$ cat src/rtl/rm_pkg.sv
package rm_pkg;
  typedef enum logic [1:0] {
    CMD_NONE = 2'b00,
    CMD_DUP  = 2'b01,
    CMD_DEL  = 2'b10
  } rm_cmd_t;

  typedef enum logic [1:0] {
    MODE_OFF   = 2'b00,
    MODE_LOCAL = 2'b01,
    MODE_PEER  = 2'b10
  } rm_mode_t;

  localparam logic [1:0] SRC_LOW  = 2'b00;
  localparam logic [1:0] SRC_OWN  = 2'b01;
  localparam logic [1:0] SRC_PEER = 2'b10;
endpackage

$ cat src/rtl/rm_fifo.sv
module rm_fifo #(
  parameter int DW    = 8,
  parameter int DEPTH = 16,
  localparam int AW = $clog2(DEPTH),
  localparam int CW = $clog2(DEPTH + 1)
) (
  input  logic          clk,
  input  logic          rst,
  input  logic          wr_en,
  input  logic [DW:0]   wr_word,
  input  logic [1:0]    pop_cnt,
  output logic [DW:0]   head0,
  output logic [DW:0]   head1,
  output logic [CW-1:0] fill
);
  logic [DW:0]   mem [DEPTH];
  logic [AW-1:0] wp, rp;
  logic          acc;

  assign acc = wr_en && (fill != CW'(DEPTH));

  always_ff @(posedge clk) begin
    if (acc) mem[wp] <= wr_word;
  end

  assign head0 = mem[rp];
  assign head1 = mem[rp + AW'(1)];

  always_ff @(posedge clk) begin
    if (rst) begin
      wp   <= '0;
      rp   <= '0;
      fill <= '0;
    end else begin
      if (acc) wp <= wp + AW'(1);
      rp   <= rp + AW'(pop_cnt);
      fill <= fill + CW'(acc) - CW'(pop_cnt);
    end
  end

  assert_pop_within_fill_R4: assert property (@(posedge clk) disable iff (rst)
    (CW'(pop_cnt) <= fill));
endmodule

$ cat src/rtl/rm_decide.sv
module rm_decide
  import rm_pkg::*;
#(
  parameter int DEPTH = 16,
  localparam int CW = $clog2(DEPTH + 1)
) (
  input  logic          clk,
  input  logic          rst,
  input  rm_mode_t      mode,
  input  logic [CW-1:0] fill,
  input  logic          apply_any,
  output rm_cmd_t       req
);
  localparam logic [CW-1:0] HI = CW'(DEPTH - 2);
  localparam logic [CW-1:0] LO = CW'(2);

  always_ff @(posedge clk) begin
    if (rst || mode == MODE_OFF) req <= CMD_NONE;
    else if (apply_any)          req <= CMD_NONE;
    else if (fill >= HI)         req <= CMD_DEL;
    else if (fill <= LO)         req <= CMD_DUP;
  end

  assert_req_code_R1: assert property (@(posedge clk) disable iff (rst)
    $onehot0(req));
  assert_off_clears_R7: assert property (@(posedge clk) disable iff (rst)
    (mode == MODE_OFF) |=> (req == CMD_NONE));
endmodule

$ cat src/rtl/rm_apply.sv
module rm_apply
  import rm_pkg::*;
#(
  parameter int DEPTH = 16,
  localparam int CW = $clog2(DEPTH + 1)
) (
  input  logic          clk,
  input  logic          rst,
  input  rm_mode_t      mode,
  input  rm_cmd_t       own_req,
  input  rm_cmd_t       peer_req,
  input  logic          rd_en,
  input  logic          head_idle,
  input  logic [CW-1:0] fill,
  output logic          do_del,
  output logic          do_dup,
  output logic [1:0]    pop_cnt
);
  rm_cmd_t cmd_src;
  logic    mask, eligible;

  always_comb begin
    case (mode)
      MODE_LOCAL: cmd_src = own_req;
      MODE_PEER:  cmd_src = peer_req;
      default:    cmd_src = CMD_NONE;
    endcase
  end

  assign eligible = rd_en && !mask && head_idle && (fill != '0);
  assign do_del   = eligible && (cmd_src == CMD_DEL) && (fill >= CW'(2));
  assign do_dup   = eligible && (cmd_src == CMD_DUP);

  always_comb begin
    if (!rd_en || fill == '0) pop_cnt = 2'd0;
    else if (do_del)          pop_cnt = 2'd2;
    else if (do_dup)          pop_cnt = 2'd0;
    else                      pop_cnt = 2'd1;
  end

  always_ff @(posedge clk) begin
    if (rst)                       mask <= 1'b0;
    else if (do_del || do_dup)     mask <= 1'b1;
    else if (cmd_src == CMD_NONE)  mask <= 1'b0;
  end

  assert_one_per_cmd_R6: assert property (@(posedge clk) disable iff (rst)
    (do_del || do_dup) |=> !(do_del || do_dup));
  assert_excl_adjust_R4: assert property (@(posedge clk) disable iff (rst)
    !(do_del && do_dup));
endmodule

$ cat src/rtl/rm_lane_ctrl.sv
module rm_lane_ctrl
  import rm_pkg::*;
#(
  parameter int DW    = 8,
  parameter int DEPTH = 16,
  localparam int CW = $clog2(DEPTH + 1)
) (
  input  logic          clk,
  input  logic          rst,
  input  logic          lock_bypass,
  input  logic [1:0]    sync_src,
  input  logic [1:0]    sync_in,
  output logic [1:0]    sync_out,
  input  logic          wr_en,
  input  logic [DW-1:0] wr_data,
  input  logic          wr_idle,
  input  logic          rd_en,
  output logic          out_valid,
  output logic [DW-1:0] out_data,
  output logic          out_idle,
  output logic          ins_pulse,
  output logic          del_pulse
);
  rm_mode_t      mode;
  rm_cmd_t       req;
  logic [DW:0]   head0, head1, sel;
  logic [CW-1:0] fill;
  logic [1:0]    pop_cnt;
  logic          do_del, do_dup;

  always_comb begin
    if (lock_bypass)               mode = MODE_OFF;
    else if (sync_src == SRC_OWN)  mode = MODE_LOCAL;
    else if (sync_src == SRC_PEER) mode = MODE_PEER;
    else                           mode = MODE_OFF;
  end

  rm_fifo #(.DW(DW), .DEPTH(DEPTH)) u_fifo (
    .clk(clk), .rst(rst), .wr_en(wr_en), .wr_word({wr_idle, wr_data}),
    .pop_cnt(pop_cnt), .head0(head0), .head1(head1), .fill(fill)
  );

  rm_decide #(.DEPTH(DEPTH)) u_decide (
    .clk(clk), .rst(rst), .mode(mode), .fill(fill),
    .apply_any(do_del || do_dup), .req(req)
  );

  rm_apply #(.DEPTH(DEPTH)) u_apply (
    .clk(clk), .rst(rst), .mode(mode), .own_req(req),
    .peer_req(rm_cmd_t'(sync_in)), .rd_en(rd_en), .head_idle(head0[DW]),
    .fill(fill), .do_del(do_del), .do_dup(do_dup), .pop_cnt(pop_cnt)
  );

  assign sync_out = req;
  assign sel      = do_del ? head1 : head0;

  always_ff @(posedge clk) begin
    if (rst) begin
      out_valid <= 1'b0;
      out_data  <= '0;
      out_idle  <= 1'b0;
      ins_pulse <= 1'b0;
      del_pulse <= 1'b0;
    end else begin
      out_valid <= rd_en && (fill != '0);
      ins_pulse <= do_dup;
      del_pulse <= do_del;
      if (rd_en && fill != '0) begin
        out_data <= sel[DW-1:0];
        out_idle <= sel[DW];
      end
    end
  end

  assert_dup_is_idle_R5: assert property (@(posedge clk) disable iff (rst)
    ins_pulse |-> (out_idle && out_valid));
  assert_pulse_single_R11: assert property (@(posedge clk) disable iff (rst)
    (ins_pulse || del_pulse) |=> !(ins_pulse || del_pulse));
  assert_off_no_adjust_R8: assert property (@(posedge clk) disable iff (rst)
    (mode == MODE_OFF) |=> !(ins_pulse || del_pulse));
endmodule

$ cat config.mk
export PLATFORM = sky130hd
export DESIGN_NAME = rm_lane_ctrl
export DESIGN_NICKNAME = d
export VERILOG_FILES = /design/src/rtl/rm_pkg.sv /design/src/rtl/rm_fifo.sv /design/src/rtl/rm_decide.sv /design/src/rtl/rm_apply.sv /design/src/rtl/rm_lane_ctrl.sv
export SDC_FILE = /design/constraint.sdc
export NUM_CORES = 1
export LEC_CHECK = 0
export BUFFER_PORTS_ARGS = -buffer_cell sky130_fd_sc_hd__buf_4
export CORE_MARGIN = 2
export CORE_UTILIZATION = 40
export CTS_CLUSTER_DIAMETER = 150
export DETAILED_ROUTE_END_ITERATION = 10
export MAX_ROUTING_LAYER = met4
export PLACE_DENSITY = 0.64
export SYNTH_ARGS = -nofsm -noshare
export SYNTH_HDL_FRONTEND = slang
export SYNTH_SLANG_ARGS = --single-unit
$ cat constraint.sdc
create_clock -name clk -period 4.3 [get_ports clk]
set_clock_uncertainty 0.15 [all_clocks]
set_input_delay 0.86 -clock clk [delete_from_list [all_inputs] [get_ports clk]]
set_output_delay 0.86 -clock clk [all_outputs]
set_load 0.02 [all_outputs]
==> Yosys cells after proc, flatten, opt, wreduce, memory -nomap -nowiden <==
Memories as Yosys holds them, arrays and structs flattened. A register that Yosys moved wholly into a read port is not among the register bits.
Index checks and enable logic that the tools add are counted.
{ "op_classes": {"order_cmp": 3, "add_sub_neg": 5, "muxes": 15, "eq_ne": 7, "n_reduce_logical": 21} }
{ "op_table": {"columns": ["op", "count"], "rows": [
  ["$mux 2", 7],
  ["$mux 9", 1],
  ["$add 4x1->4 const B", 2],
  ["$logic_and 1x1->1", 8],
  ["$eq 2x1->1 const B", 3],
  ["$eq 2x2->1 const B", 3],
  ["$add 5x1->5", 1],
  ["$ge 5x2->1 const B", 1],
  ["$ge 5x4->1 const B", 1],
  ["$le 5x2->1 const B", 1],
  ["$logic_not 5->1", 1],
  ["$mux 1", 5],
  ["$ne 5x5->1 const B", 1],
  ["$reduce_bool 5->1", 1],
  ["$sub 5x2->5", 1],
  ["$add 4x2->4", 1],
  ["$logic_not 2->1", 2],
  ["$mux 4", 1],
  ["$pmux 2 s2", 1],
  ["$reduce_bool 2->1", 2],
  ["$logic_or 1x1->1", 3],
  ["$reduce_or 3->1", 1],
  ["$logic_not 1->1", 2],
  ["$reduce_or 2->1", 1]
]} }
{ "totals": {"elab_cells": 63, "reg_bits": 28, "mem_bits_rw": 144, "mem_count": 1, "in_bits": 18, "output_inout_bits": 14} }
{ "mem_list": {"columns": ["name", "words", "width", "rd", "rd_ports_with_merged_regs", "wr", "line", "source"], "rows": [
  ["u_fifo.mem", 16, 9, 2, 1, 1, "rm_fifo.sv:16", "logic [DW:0] mem [DEPTH];"]
]} }

==> Logic depth before layout (Yosys ltp) <==
Gate-level depths: netlist (run 1).
{ "depth": {"depth_word": 13, "ltp_mapped": 19, "ltp_nobuf": 19} }

==> Cells and area by module <==
A second synthesis (run 1) with hierarchy kept.
{ "hier_totals": {"hier_cells": 515, "area_unflattened_um2": 8389.3} }
{ "by_module_without_submodules": {"columns": ["module", "cells_each", "n_inst", "seq_area_each_um2", "area_each_um2"], "rows": [
  ["rm_fifo", 423, 1, 4584.4, 7487.2],
  ["rm_lane_ctrl", 59, 1, 240.2, 599.3],
  ["rm_apply", 22, 1, 20.0, 190.2],
  ["rm_decide", 11, 1, 40.0, 112.6]
]} }

==> Least setup slack after synthesis (run 1) <==
No wires, ideal clock.
{ "synth_path": {"path_type": "input-to-reg", "start": "input sync_src[1]", "end": "register u_fifo.fill[4]", "setup_time_ns": 0.070, "t_required_ns": 4.080, "arrival_time_ns": 3.570, "path_stages": 18, "path_buffers": 0, "path_slack_ns": 0.509, "path_cell_list": "nor3b_1 > inv_1 > ha_1 > a22oi_1 > nor4b_1 > nor2_1 > a21oi_1 > nor3_1 > ha_1 > inv_1 > ha_1 > inv_1 > fa_1 > inv_1 > a21oi_1 > nor2_1 > or3_1 > a21oi_1"} }
{ "synth_between": {"elab_chain_cells": 12, "word_cells_on_any_way": 17, "cone_classes": "add/sub: 1; eq/ne: 6; mux: 7; reduce/logical: 3"} }
{ "synth_rtl": {"columns": ["element", "line", "source"], "rows": [
  ["start, declared", "rm_lane_ctrl.sv:11", "input logic [1:0] sync_src,"],
  ["$eq 2x2->1", "rm_lane_ctrl.sv:34", "else if (sync_src == SRC_PEER) mode = MODE_PEER;"],
  ["$mux 2", "rm_lane_ctrl.sv:34", null],
  ["$mux 2 *", "rm_lane_ctrl.sv:33", "else if (sync_src == SRC_OWN) mode = MODE_LOCAL;"],
  ["$mux 2 *", "rm_lane_ctrl.sv:32", "if (lock_bypass) mode = MODE_OFF;"],
  ["$eq 2x2->1 or $eq 2x1->1 (tied branches)", "rm_apply.sv:23", "case (mode)"],
  ["$pmux 2 s2 *", "rm_apply.sv:23", null],
  ["$eq 2x1->1 or $eq 2x2->1 (tied branches)", "rm_apply.sv:32, rm_apply.sv:31", null],
  ["$logic_and 1x1->1, on equally long branches", "rm_apply.sv:32, rm_apply.sv:31", null],
  ["$mux 1 or $logic_and 1x1->1 (tied branches)", "rm_apply.sv:37, rm_apply.sv:31", null],
  ["$mux 2 *", "rm_apply.sv:36", "else if (do_del) pop_cnt = 2'd2;"],
  ["$mux 2 *", "rm_apply.sv:35", "if (!rd_en || fill == '0) pop_cnt = 2'd0;"],
  ["$sub 5x2->5 *", "rm_fifo.sv:37", "fill <= fill + CW'(acc) - CW'(pop_cnt);"],
  ["end signal, assigned", "rm_fifo.sv:37", null],
  ["end, declared", "rm_fifo.sv:14", "output logic [CW-1:0] fill"]
]} }
Every way passes the cells marked *; elsewhere a longest branch is shown, timed or not.
A chain may end at the register's enable or synchronous reset.

==> Worst setup path in the final report (run 1) <==
Ends and elaborated chain as after synthesis.

==> results of run 1 <==
==> power groups by stage <==
| stage | clock (W) | sequential, W | combinational [W] |
|---|---|---|---|
| 5_1_grt | 0.00172 | 0.00201 | 0.00174 |
| 3_3_place_gp | 0 | 0.00202 | 0.00158 |
| 3_5_place_dp | 0 | 0.00203 | 0.00161 |
| 6_report | 0.00163 | 0.00200 | 0.00160 |
| 4_1_cts | 0.00166 | 0.00199 | 0.00162 |
| 2_1_floorplan | 0 | 0.00203 | 0.00126 |
==> routing by layer <==
metal	vias up	wire, um
li1	2103	-
met1	2454	7720
met2	165	9770
met3	32	985
met4	0	481
met5	-	0
==> area by class of cell <==
class	count	share of cell area (%)
flip-flops and latches	172	51.3
clock buffers	18	4.61
repair buffers	58	4.57
inverters	18	0.722
well taps	270	3.55
clock inverters	14	2.00
multi-input cells	279	33.3
==> synthesized netlist by cell type, types with 3 or more instances <==
| cell type | instances |
|---|---|
| a21oi_1 | 9 |
| a221oi_1 | 4 |
| a22oi_1 | 6 |
| a311oi_1 | 6 |
| buf_1 | 3 |
| buf_2 | 11 |
| buf_6 | 5 |
| clkbuf_1 | 7 |
| dfxtp_1 | 28 |
| edfxtp_1 | 144 |
| ha_1 | 19 |
| inv_1 | 16 |
| mux2_2 | 8 |
| mux2i_1 | 27 |
| mux4_1 | 10 |
| mux4_2 | 61 |
| nand2_1 | 26 |
| nand2b_1 | 6 |
| nor2_1 | 38 |
| nor2b_1 | 6 |
| nor3_1 | 6 |
| nor3b_1 | 3 |
| o211ai_1 | 6 |
| o21ai_0 | 6 |
| or3_1 | 3 |
| xnor2_1 | 4 |
| xor2_1 | 3 |
==> worst max-delay path, delay by kind of cell <==
family	cells	cell delay, ps
AO/OA/AOI/OAI	4	700
adder cells (fa/ha/maj)	4	920
buffers and inverters	5	380
AND/OR/NAND/NOR	6	1190
==> logic make-up (layout without fill, tap and decap cells) <==
logic type               count (synthesis)  in the layout
AO/OA/AOI/OAI                           46             46
XOR/XNOR                                 9              9
adder cells (fa/ha/maj)                 21             21
buffers and inverters                   47            108
flip-flops                             172            172
multiplexers                           106            106
AND/OR/NAND/NOR                         97             97
==> final timing paths <==
kind | end | cells after the start | slack [ps] | start
worst min register to register | u_decide.req[1]$_SDFFE_PP0P_ | 2 | 340 | u_decide.req[1]$_SDFFE_PP0P_
worst min-delay path | u_decide.req[1]$_SDFFE_PP0P_ | 2 | 340 | u_decide.req[1]$_SDFFE_PP0P_
worst max register to register | u_fifo.fill[4]$_SDFF_PP0_ | 17 | 940 | u_fifo.fill[2]$_SDFF_PP0_
worst max-delay path | u_fifo.fill[4]$_SDFF_PP0_ | 19 | 460 | sync_src[1]
==> state kept, by name, indices dropped and copies added, names as in the netlist <==
name          cells
u_fifo.mem      144
out_data          8
u_fifo.fill       5
u_fifo.rp         4
u_fifo.wp         4
u_decide.req      2
del_pulse         1
ins_pulse         1
out_idle          1
out_valid         1
u_apply.mask      1
==> through the flow <==
stage,setup WS [ps],total power [W],instance area [um^2],hold WS (ps)
finish,463,0.00523,9530,342
global route,155,0.00547,9530,378
CTS,442,0.00527,9530,351
detailed placement,2.50,0.00364,8900,336
global placement,189,0.00360,8900,324
floorplan,509,0.00329,8300,309
==> metrics, run 1 <==
outcome completed; Post-DRT Antenna Nets 0; Sum Neg Setup Slack 0 ps; HPWL Detailed 12.5 mm; area occupied by multi-input gates 3170 um^2; CP Cell Sequence buf_4 > nor3b_1 > inv_1 > ha_1 > a22oi_1 > nor4b_1 > nor2_1 > a21oi_1 > nor3_1 > ha_1 > inv_1 > ha_1 > inv_1 > fa_1 > inv_1 > a21oi_1 > nor2_1 > or3_1 > a21oi_1; initial antenna violation count 0; XOR/XNOR share of the synthesized area 1.27%; number of port buffers 31; asr flop ratio synth 0%; mux cell area share after synthesis 24.0%; Area growth syn-to-layout 14.8%; final WL 19.0 mm; total track usage 18.7%; register area share after synthesis 58.8%; ys flop type edfxtp_1; DRC viols 0; Root Driver clkbuf_16; hold crit path type register to register; worst path required time 4520 ps; compound-gate portion of the synthesized area 3.90%; RSZ-0062 raised after global routing false; Inserted Diodes 0; relative slew slack 41.1%; P per Cell Area 549 nW/um^2; final cycle utilization of the critical path 89.2%; Adder-Cell Fraction of Synth Area 3.34%; H-tree Lvls 4; CP most frequent cell inv_1; largest net degree at the start of global routing 43; share of cells above drive strength 1 29.9%; CTS Hold Buffers Added 0; max_cap viols 0; fill count 1,757; CTS Buf Count 17; Psw 0.00150 W; clk slew on worst S/H paths 70 ps; Leakage 3.22 nW; core box area 20,300 um^2; Worst path slowest cell nor4b_1; P_int 0.00373 W; drt via density 5.73; share of the synthesized area in the top cell type 52.1%; Seq. cell area 4890 um^2; Yosys cell types 48; synth warn 0; drt wl/cell 22.9 um; DIE WIDTH 148 um; DRT Pass-1 Iters 5; post_cts resized 0; Post-Place Cells 797; post-layout util 46.9%; critical path launch point type input pin; post-synthesis simple-gate area fraction 5.57%; Flop pwr share 38.2%; # IOs 32; cell taking the most area after synthesis edfxtp_1; post-layout net count 585; Fin. Hold Viols 0; commonest cells after routing, fill and taps aside edfxtp_1 (144), mux4_2 (61), buf_4 (58), nor2_1 (38); EDFF count, synth 144; Crit path arrival time 4060 ps; clk sinks 172; Sw Ratio 28.8%; first-pass GRT wire length 29.0 mm; most common cell after layout, fill and taps aside edfxtp_1; Post-Syn Area 8300 um^2; pins over their slew limit 0; Initial Utilization 40.9%; CP endpoint kind register; Setup CP Type input pin to register; fmax 261 MHz; largest family of logic cells by synthesized area multiplexers; Syn Nets 537; FP Rows 52; CTS tree done; vias 4,754; Mapped Cells 498; gpl congestion 0.799; CTS Buffer Depth 2; number of global-route vias before repair 5,035; Avg Synthesized Cell Area 16.7 um^2; clk_lat worst skew 430 ps; Total Die Area 21,900 um^2; final setup fails 0; final cell count without fillers 829; M1 GR Usage 22.4%; measured slew at the worst slew-check pin 877 ps; top cells by area, synth edfxtp_1 (52%), mux4_2 (17%), dfxtp_1 (6.8%), mux2i_1 (3.3%), mux4_1 (3.2%); Clk pwr share 31.2%; die height 148 um; M2 GR Usage 31.5%; met3 Track Usage GR 3.90%; maximum VDD drop 0.000300 V; flops & latches, synth 172; power share of the combinational group 30.6%; Overflow after GRT 0; fin crit period 3840 ps; GR peak layer met2; CP Max Fanout 3; Detailed Route Iter0 Violations 402; postcts setup bufs 0; crit-path max cell delay 320 ps
Power figures use the tool's default switching activity.
==> run 2: changes to the inputs <==
- BUFFER_PORTS_ARGS: -buffer_cell sky130_fd_sc_hd__buf_4 -> unset
- DONT_BUFFER_PORTS: unset -> 1
- PLACE_DENSITY: 0.64 -> 0.62
==> metrics, run 2 (synthesized netlist as in run 1, its figures left out) <==
CTS Buf Count 17; hold path startpoint u_apply.mask$_SDFFE_PP0P_; Clk pwr share 30.9%; clk sinks 172; total track usage 18.7%; fmax 271 MHz; post-layout net count 554; power share of the combinational group 29.3%; Hold EP u_apply.mask$_SDFFE_PP0P_; P_int 0.00369 W; FP Rows 52; Setup CP Type input pin to register; max FFs per register 144; outcome completed; critical path launch point type input pin; hold crit path type register to register; final cell count without fillers 798; Area growth syn-to-layout 11.9%; post_cts resized 0; gpl congestion 0.766; post-layout util 45.8%; top flop regs u_fifo.mem (144), out_data (8), u_fifo.fill (5); Total Die Area 21,900 um^2; maximum VDD drop 0.000334 V; Leakage 3.06 nW; max_cap viols 0; CTS Hold Buffers Added 0; number of port buffers 0; crit path from sync_src[1]; initial antenna violation count 0; worst path required time 4510 ps; fin crit period 3690 ps; DIE WIDTH 148 um; Biggest register u_fifo.mem; postcts setup bufs 0; Root Driver clkbuf_16; WL met1 7.64 mm; number of global-route vias before repair 4,853; vias 4,651; Overflow after GRT 0; Post-DRT Antenna Nets 0; Sum Neg Setup Slack 0 ps; clk_lat worst skew 420 ps; P per Cell Area 553 nW/um^2; Inserted Diodes 0; Crit path arrival time 3900 ps; clk slew on worst S/H paths 60 ps; Hold Path Cell Cnt 2; H-tree Lvls 4; wire length on met3 1.27 mm; CP endpoint kind register; reg2reg setup slack 900 ps; Fin. Hold Viols 0; # IOs 32; reg2reg end u_fifo.fill[4]$_SDFF_PP0_; DRT Pass-1 Iters 5; final WL 19.1 mm; Post-Place Cells 766; largest net degree at the start of global routing 47; Detailed Route Iter0 Violations 290; final cycle utilization of the critical path 85.9%; first-pass GRT wire length 28.8 mm; RSZ-0062 raised after global routing false; Initial Utilization 40.9%; commonest cells after routing, fill and taps aside edfxtp_1 (144), mux4_2 (61), nor2_1 (38), mux2i_1 (27), dfxtp_1 (27); HPWL Detailed 12.5 mm; measured slew at the worst slew-check pin 754 ps; relative slew slack 49.5%; die height 148 um; DRC viols 0; met2 WL 9.77 mm; CP Max Fanout 3; R2R cell count 17; drt wl/cell 23.9 um; Psw 0.00145 W; Overall Power 0.00514 W; most common cell after layout, fill and taps aside edfxtp_1; Sw Ratio 28.2%; drt via density 5.83; final setup fails 0; DR top layer met4; pins over their slew limit 0; share of cells above drive strength 1 25.2%; CTS Buffer Depth 2; CTS tree done; core box area 20,300 um^2; fill count 1,756; reg-to-reg startpoint u_fifo.fill[2]$_SDFF_PP0_; Flop pwr share 39.8%
## run 2: changes by cell type in the layout (fill, tap and decap cells not counted)
| cell | delta |
|---|---|
| buf_4 | -32 |
| clkbuf_1 | +3 |
| inv_6 | -2 |
| buf_12 | +1 |
| clkinvlp_4 | -1 |
## run 2: layout make-up
class,instances,area (um^2),area share (%)
Inverter,18,68.8,0.740
Sequential cell,172,4890,52.6
Clock inverter,11,165,1.78
Clock buffer,21,450,4.85
Multi-Input combinational cell,279,3170,34.1
Tap cell,270,338,3.63
Timing Repair Buffer,27,215,2.32
## run 2: per-stage QoR
stage                     area [um^2]  hold WS, ps  worst slack, ps
after floorplan                  8300          309              509
after global placement           8680          322              341
after CTS                        9300          337              569
final                            9300          349              606
after global routing             9300          333              240
after detailed placement         8680          338              135
## run 2: worst max-delay path by stage
stage / cells past startpoint / endpoint
global placement: 18 / u_fifo.fill[4]$_SDFF_PP0_
finish: 18 / u_fifo.fill[4]$_SDFF_PP0_
CTS: 18 / u_fifo.fill[4]$_SDFF_PP0_
detailed placement: 18 / u_fifo.fill[4]$_SDFF_PP0_
floorplan: 18 / u_fifo.fill[4]$_SDFF_PP0_
global route: 18 / u_fifo.fill[4]$_SDFF_PP0_
## run 2: worst max-delay path, cell delays in order
cell and delay [ps]:
nor3b_1 250, inv_1 110, ha_1 220, a22oi_1 250, nor4b_1 330, nor2_1 90, a21oi_1 200, nor3_1 100
ha_1 300, inv_1 40, ha_1 190, inv_1 70, fa_1 210, inv_1 50, a21oi_1 130, nor2_1 60
or3_1 300, a21oi_1 140
## run 2: layer usage
| layer | GRT usage (%) | vias up |
|---|---|---|
| met1 | 21.7 | 2419 |
| met2 | 31.3 | 165 |
| li1 | - | 2036 |
| met4 | 6.57 | 0 |
| met3 | 5.55 | 31 |
| met5 | - | - |
## run 2: power by group through the flow
stage	combinational (W)	clock [W]	sequential, W
floorplan	0.00126	0	0.00203
global placement	0.00148	0	0.00207
detailed placement	0.00151	0	0.00208
CTS	0.00153	0.00162	0.00205
global route	0.00165	0.00169	0.00206
finish	0.00150	0.00159	0.00205
